===== src/rtl/fz_pkg.sv =====
package fz_pkg;

    localparam int CRISP_W  = 8;
    localparam int DEG_W    = 8;
    localparam int ID_W     = 4;
    localparam int WORD_W   = 32;
    localparam int HALF_W   = WORD_W / 2;
    localparam int NUM_SETS = 1 << ID_W;
    localparam int PAIRS    = WORD_W / HALF_W;
    localparam int SCALE_SH = 2;
    localparam int VEC_W    = NUM_SETS * DEG_W;

    typedef logic [ID_W-1:0]  set_id_t;
    typedef logic [DEG_W-1:0] deg_t;

    typedef struct packed {
        set_id_t id;
        deg_t    deg;
    } fz_pair_t;

    typedef enum logic [1:0] {
        FZ_IDLE = 2'd0,
        FZ_READ = 2'd1,
        FZ_WAIT = 2'd2,
        FZ_DONE = 2'd3
    } fz_state_e;

    function automatic fz_pair_t split_half(input logic [HALF_W-1:0] h);
        fz_pair_t p;
        p.id  = h[DEG_W +: ID_W];
        p.deg = h[DEG_W-1:0];
        return p;
    endfunction

    function automatic deg_t deg_max(input deg_t a, input deg_t b);
        return (a > b) ? a : b;
    endfunction

endpackage


===== src/rtl/fz_addr_gen.sv =====
module fz_addr_gen
    import fz_pkg::*;
#(
    parameter int ADDR_W = 16
) (
    input  logic               clk,
    input  logic               rst,
    input  logic               accept,
    input  logic [CRISP_W-1:0] crisp_in,
    input  logic [ADDR_W-1:0]  table_base,
    output logic [ADDR_W-1:0]  mem_addr
);
    localparam int OFS_W = CRISP_W + SCALE_SH;

    logic [CRISP_W-1:0] crisp_q;
    logic [ADDR_W-1:0]  base_q;
    logic [OFS_W-1:0]   byte_ofs;

    always_ff @(posedge clk) begin
        if (rst) begin
            crisp_q <= '0;
            base_q  <= '0;
        end else if (accept) begin
            crisp_q <= crisp_in;
            base_q  <= table_base;
        end
    end

    always_comb begin
        byte_ofs = {crisp_q, {SCALE_SH{1'b0}}};
        mem_addr = base_q + ADDR_W'(byte_ofs);
    end

endmodule


===== src/rtl/fz_ctrl.sv =====
module fz_ctrl
    import fz_pkg::*;
(
    input  logic clk,
    input  logic rst,
    input  logic start,
    output logic accept,
    output logic busy,
    output logic rd_en,
    output logic capture,
    output logic done
);
    fz_state_e state_q, state_d;

    always_comb begin
        state_d = state_q;
        unique case (state_q)
            FZ_IDLE: if (start) state_d = FZ_READ;
            FZ_READ: state_d = FZ_WAIT;
            FZ_WAIT: state_d = FZ_DONE;
            FZ_DONE: state_d = FZ_IDLE;
            default: state_d = FZ_IDLE;
        endcase
    end

    always_ff @(posedge clk) begin
        if (rst) state_q <= FZ_IDLE;
        else     state_q <= state_d;
    end

    always_comb begin
        accept  = start && (state_q == FZ_IDLE);
        busy    = (state_q != FZ_IDLE);
        rd_en   = (state_q == FZ_READ);
        capture = (state_q == FZ_WAIT);
        done    = (state_q == FZ_DONE);
    end

endmodule


===== src/rtl/fz_expand.sv =====
module fz_expand
    import fz_pkg::*;
(
    input  logic [WORD_W-1:0] word,
    output logic [VEC_W-1:0]  vec
);
    fz_pair_t pairs [PAIRS];

    for (genvar p = 0; p < PAIRS; p++) begin : g_pair
        assign pairs[p] = split_half(word[p*HALF_W +: HALF_W]);
    end

    for (genvar s = 0; s < NUM_SETS; s++) begin : g_set
        always_comb begin
            deg_t acc;
            acc = '0;
            for (int p = 0; p < PAIRS; p++) begin
                if (pairs[p].id == set_id_t'(s)) acc = deg_max(acc, pairs[p].deg);
            end
            vec[s*DEG_W +: DEG_W] = acc;
        end
    end

endmodule


===== src/rtl/fz_lookup.sv =====
module fz_lookup
    import fz_pkg::*;
#(
    parameter int ADDR_W = 16
) (
    input  logic               clk,
    input  logic               rst,
    input  logic               start,
    input  logic [CRISP_W-1:0] crisp_in,
    input  logic [ADDR_W-1:0]  table_base,
    output logic               busy,
    output logic               mem_rd_en,
    output logic [ADDR_W-1:0]  mem_addr,
    input  logic [WORD_W-1:0]  mem_rd_data,
    output logic               result_valid,
    output logic [VEC_W-1:0]   membership
);
    logic             accept, capture, done;
    logic [VEC_W-1:0] vec_next;
    logic [VEC_W-1:0] vec_q;

    fz_ctrl u_ctrl (
        .clk     (clk),
        .rst     (rst),
        .start   (start),
        .accept  (accept),
        .busy    (busy),
        .rd_en   (mem_rd_en),
        .capture (capture),
        .done    (done)
    );

    fz_addr_gen #(.ADDR_W(ADDR_W)) u_addr (
        .clk        (clk),
        .rst        (rst),
        .accept     (accept),
        .crisp_in   (crisp_in),
        .table_base (table_base),
        .mem_addr   (mem_addr)
    );

    fz_expand u_expand (
        .word (mem_rd_data),
        .vec  (vec_next)
    );

    always_ff @(posedge clk) begin
        if (rst)          vec_q <= '0;
        else if (capture) vec_q <= vec_next;
    end

    assign membership   = vec_q;
    assign result_valid = done;

endmodule


===== config.mk =====
export PLATFORM = sky130hd
export DESIGN_NAME = fz_lookup
export DESIGN_NICKNAME = d
export VERILOG_FILES = /design/src/rtl/fz_pkg.sv /design/src/rtl/fz_addr_gen.sv /design/src/rtl/fz_ctrl.sv /design/src/rtl/fz_expand.sv /design/src/rtl/fz_lookup.sv
export SDC_FILE = /design/constraint.sdc
export NUM_CORES = 1
export LEC_CHECK = 0
export ABC_CLOCK_PERIOD_IN_PS = 8200
export BUFFER_PORTS_ARGS = -buffer_cell sky130_fd_sc_hd__buf_2
export CAP_MARGIN = 30
export CORE_ASPECT_RATIO = 1.75
export CORE_MARGIN = 5
export CORE_UTILIZATION = 40
export CTS_CLUSTER_DIAMETER = 30
export DETAILED_ROUTE_END_ITERATION = 7
export RECOVER_POWER = 25
export SLEW_MARGIN = 0
export SYNTH_ARGS = -nofsm -noshare
export SYNTH_HDL_FRONTEND = slang
export SYNTH_SLANG_ARGS = --single-unit

===== constraint.sdc =====
create_clock -name clk -period 8.2 [get_ports clk]
set_input_delay 2.46 -clock clk [delete_from_list [all_inputs] [get_ports clk]]
set_output_delay 2.46 -clock clk [all_outputs]
set_load 0.005 [all_outputs]

==> summary.md <==
| Metric | Value |
|---|---|
| Status | finished, violations left |
| Failing checks | capacitance limit, slew limit |
| Post-layout util | 46.5% |
| DRC viols | 0 |
| Synth Net Count | 1591 |
| WL/cell | 19.9 um |
| P_leak | 5.71 nW |
| Worst r2r dst | membership[56]$_SDFFE_PP0P_ |
| Total GRT Usage | 23.7% |
| Post-cts hold buffer count | 0 |
| Worst-case clock buffer depth | 2 |
| Min Tclk post-route | roughly 5.9 ns |
| Critical Path RT | roughly 8.4 ns |
| Pwr dens | roughly 230 mW/mm^2 |
| Worst reg2reg path depth | 6 |
| Root Driver | clkbuf_16 |
| Mapped Avg Cell Area | 8.10 um^2 |
| Final net count | 1724 |
| Via count | about 11000 |
| Via/cell ratio | 5.66 |
| Crit path capture type | flop |
| Top FF cell, synth | dfxtp_1 |
| Final instance area | roughly 0.013 mm^2 |
| Post-route ant nets | 0 |
| Critical path class | in -> reg |
| Final setup vio count | 0 |
| Initial Utilization | 40.4% |
| Final setup margin | 2.26 ns |
| DP Wirelength | approximately 26000 um |
| Core area | around 0.028 mm^2 |
| Area of the multi-input gates | 0.00775 mm^2 |
| Top Ports | 206 |
| Post_cts resized | 0 |
| Sequential standard cell area | 0.00308 mm^2 |
| Dpl ws | 2.30 ns |
| Yosys cell types | 45 |
| Placed Area | 0.0124 mm^2 |
| Worst-Margin Slew | 2.54 ns |
| Yosys warns | 0 |
| RSZ-0062 raised after global routing | false |
| Startpoint types | input pin |
| DIE AREA | roughly 0.032 mm^2 |
| Fraction of registers with async set/reset | 0% |
| Grt ovf | 0 |
| Final hold viol count | 0 |
| Setup TNS | 0 ns |
| CTS clk-pin slew, worst paths | ~0.07 ns |
| Routed wire length | about 38000 um |
| Post-synth design cell area | 0.0113 mm^2 |
| Arr. time, crit path | approximately 6 ns |
| CTS sink count | 154 |
| Worst min path class | reg -> reg |
| Synthesized flop and latch total | 154 |
| Sequential share of the synthesized area | 27.4% |
| Critical path origin | rst |
| Largest net degree at the start of global routing | 192 |
| Wire length of the first global-routing pass | 58100 um |
| Worst Hold Path Cells | 2 |
| Worst skew pair latency | about 0.46 ns |
| Initial DRC Count | 701 |
| Fmax achieved | 0.168 GHz |
| Total iterations of the first detailed-routing run | 5 |
| Share of cells above drive strength 1 | 15.0% |
| Hold_sp | u_addr.base_q[0]$_SDFFE_PP0P_ |
| Fillers | 2789 |
| Non-filler cells, final | around 1900 |
| Die X | 137 um |
| Peak fanout along the critical path | 56 |
| Max_slew headroom | -69.1% |
| Max capacitance violation total | 2 |
| Placer congestion estimate | 0.898 |
| Die Ht | 232 um |
| Area delta synth->final | 15.1% |
| Cells after Synth | ~1400 |
| Hold Path Sink | u_addr.base_q[0]$_SDFFE_PP0P_ |
| Slack of the worst reg-to-reg path | approximately 5.8 ns |
| Setup repair bufs after CTS | 0 |
| Crit Reg-Reg Startpoint | u_ctrl.state_q[0]$_SDFFE_PP0P_ |
| Cell Rows | just over 80 |
| Setup Skew | 0.0112 ns |
| Clock buffer count from CTS | 17 |
| Post-synth EDFFs | 0 |
| Slew Limit Fails | 105 |
| PortBufs | 197 |
| Placed Cells | 1877 |
| Antenna violations before repair | 3 |
| Clock H-tree levels | 4 |
| Peak supply drop | 0.000161 V |
| CTS tree | done |
| Vias in the first global route | approximately 11000 |
| Period utilization | between 70 and 80% |
-- sequential cells by signal (all words and copies together), names as in the netlist --
register,flops
membership,128
u_ctrl.state_q,2
u_addr.crisp_q,8
u_addr.base_q,16
-- metal layers --
layer / wire (um) / GRT usage, % / share of wire [%] / vias up
met5: 21 / 0 / 0.055 / -
met4: 1580 / 10.7 / 4.2 / 4
met3: 2780 / 4.71 / 7.3 / 104
met2: 18600 / 41.5 / 49 / 398
met1: 14900 / 27.5 / 39 / 5008
li1: - / - / - / 5310
-- placed cells by master (no fill, tap or decap), drive strengths merged, types with 10 or more instances in the layout --
| master | synthesis | routed |
|---|---|---|
| a311oi | 16 | 16 |
| a21oi | 93 | 93 |
| nand2b | 13 | 13 |
| inv | 20 | 23 |
| ha | 141 | 141 |
| o21ai | 36 | 36 |
| clkbuf | 66 | 53 |
| nor2b | 42 | 42 |
| dfxtp | 154 | 154 |
| a211oi | 103 | 103 |
| or3b | 16 | 16 |
| nor4 | 13 | 13 |
| nand4 | 32 | 32 |
| nand2 | 100 | 100 |
| nand3 | 50 | 50 |
| mux2i | 71 | 71 |
| a21boi | 33 | 33 |
| and3 | 11 | 11 |
| nor3 | 20 | 20 |
| buf | 22 | 169 |
| o211ai | 10 | 10 |
| nor2 | 169 | 169 |
| and2 | 114 | 114 |
-- kinds of logic (layout without fill, tap and decap cells) --
| kind of cell | Yosys count | in the layout | synth area share (%) |
|---|---|---|---|
| flops | 154 | 154 | 27.4 |
| mux | 71 | 71 | 6.31 |
| other cells | 0 | 2 | 0 |
| simple gates | 595 | 595 | 27.2 |
| buf+inv | 108 | 254 | 3.94 |
| fa+ha+maj | 142 | 142 | 15.8 |
| xor+xnor | 11 | 11 | 0.855 |
| compound gates | 309 | 309 | 18.5 |
-- worst max-delay path, stage by stage --
cell,delay (ns)
clkbuf_1,1.57
clkbuf_1,1.90
nor4_1,0.18
-- through the flow --
step,hold WS (ns),total power [W]
after CTS,0.460,0.00300
final,0.458,0.00296
after global placement,0.443,0.00217
after detailed placement,0.452,0.00219
after global routing,0.480,0.00318
after floorplan,0.437,0.00176
-- how the worst max path moves through the flow --
stage          depth (start not counted)                           to
2_1_floorplan                         10  membership[57]$_SDFFE_PP0P_
3_3_place_gp                           9  membership[58]$_SDFFE_PP0P_
3_5_place_dp                           9  membership[58]$_SDFFE_PP0P_
4_1_cts                                9  membership[58]$_SDFFE_PP0P_
5_1_grt                                3  membership[40]$_SDFFE_PP0P_
6_report                               3  membership[40]$_SDFFE_PP0P_
-- power by group --
part | leakage, nW | switching, W | internal (W)
registers | 1.26 | 0.000129 | 0.000975
clock network | 0.293 | 0.000339 | 0.000467
logic | 4.16 | 0.000614 | 0.000434
total | 5.71 | 0.00108 | 0.00188
-- synthesized netlist by cell type (2+ instances only) --
library cell,n,area share (%)
a211oi_1,103,6.9
a21boi_0,32,2.1
a21o_1,3,0.20
a21oi_1,93,4.1
a311oi_1,16,1.2
and2_1,114,6.3
and3_1,11,0.61
buf_2,16,0.71
buf_4,5,0.33
clkbuf_1,66,2.2
dfxtp_1,154,27
ha_1,141,16
inv_1,20,0.67
mux2i_1,71,6.3
nand2_1,98,3.3
nand2b_1,13,0.72
nand3_1,50,2.2
nand4_1,31,1.7
nor2_1,169,5.6
nor2b_1,42,2.3
nor3_1,17,0.76
nor3_2,3,0.27
nor4_1,13,0.72
o2111ai_1,2,0.16
o211ai_1,10,0.67
o21a_1,5,0.33
o21ai_0,36,1.6
o311ai_2,5,0.72
or2_2,7,0.39
or3_1,2,0.11
or3b_1,5,0.39
or3b_2,11,0.86
or4_1,2,0.13
or4b_1,4,0.36
xnor2_1,7,0.54
xor2_1,4,0.31
-- area by class of cell --
| cell class | count | area share (%) |
|---|---|---|
| Sequential cell | 154 | 23.8 |
| Timing Repair Buffer | 202 | 7.62 |
| Inverter | 20 | 0.579 |
| Tap cell | 373 | 3.60 |
| Clock inverter | 12 | 1.06 |
| Clock buffer | 20 | 3.52 |
| Antenna cell | 2 | 0.0386 |
| Multi-Input combinational cell | 1128 | 59.8 |
Note: power is estimated with default switching activity, not from simulation.
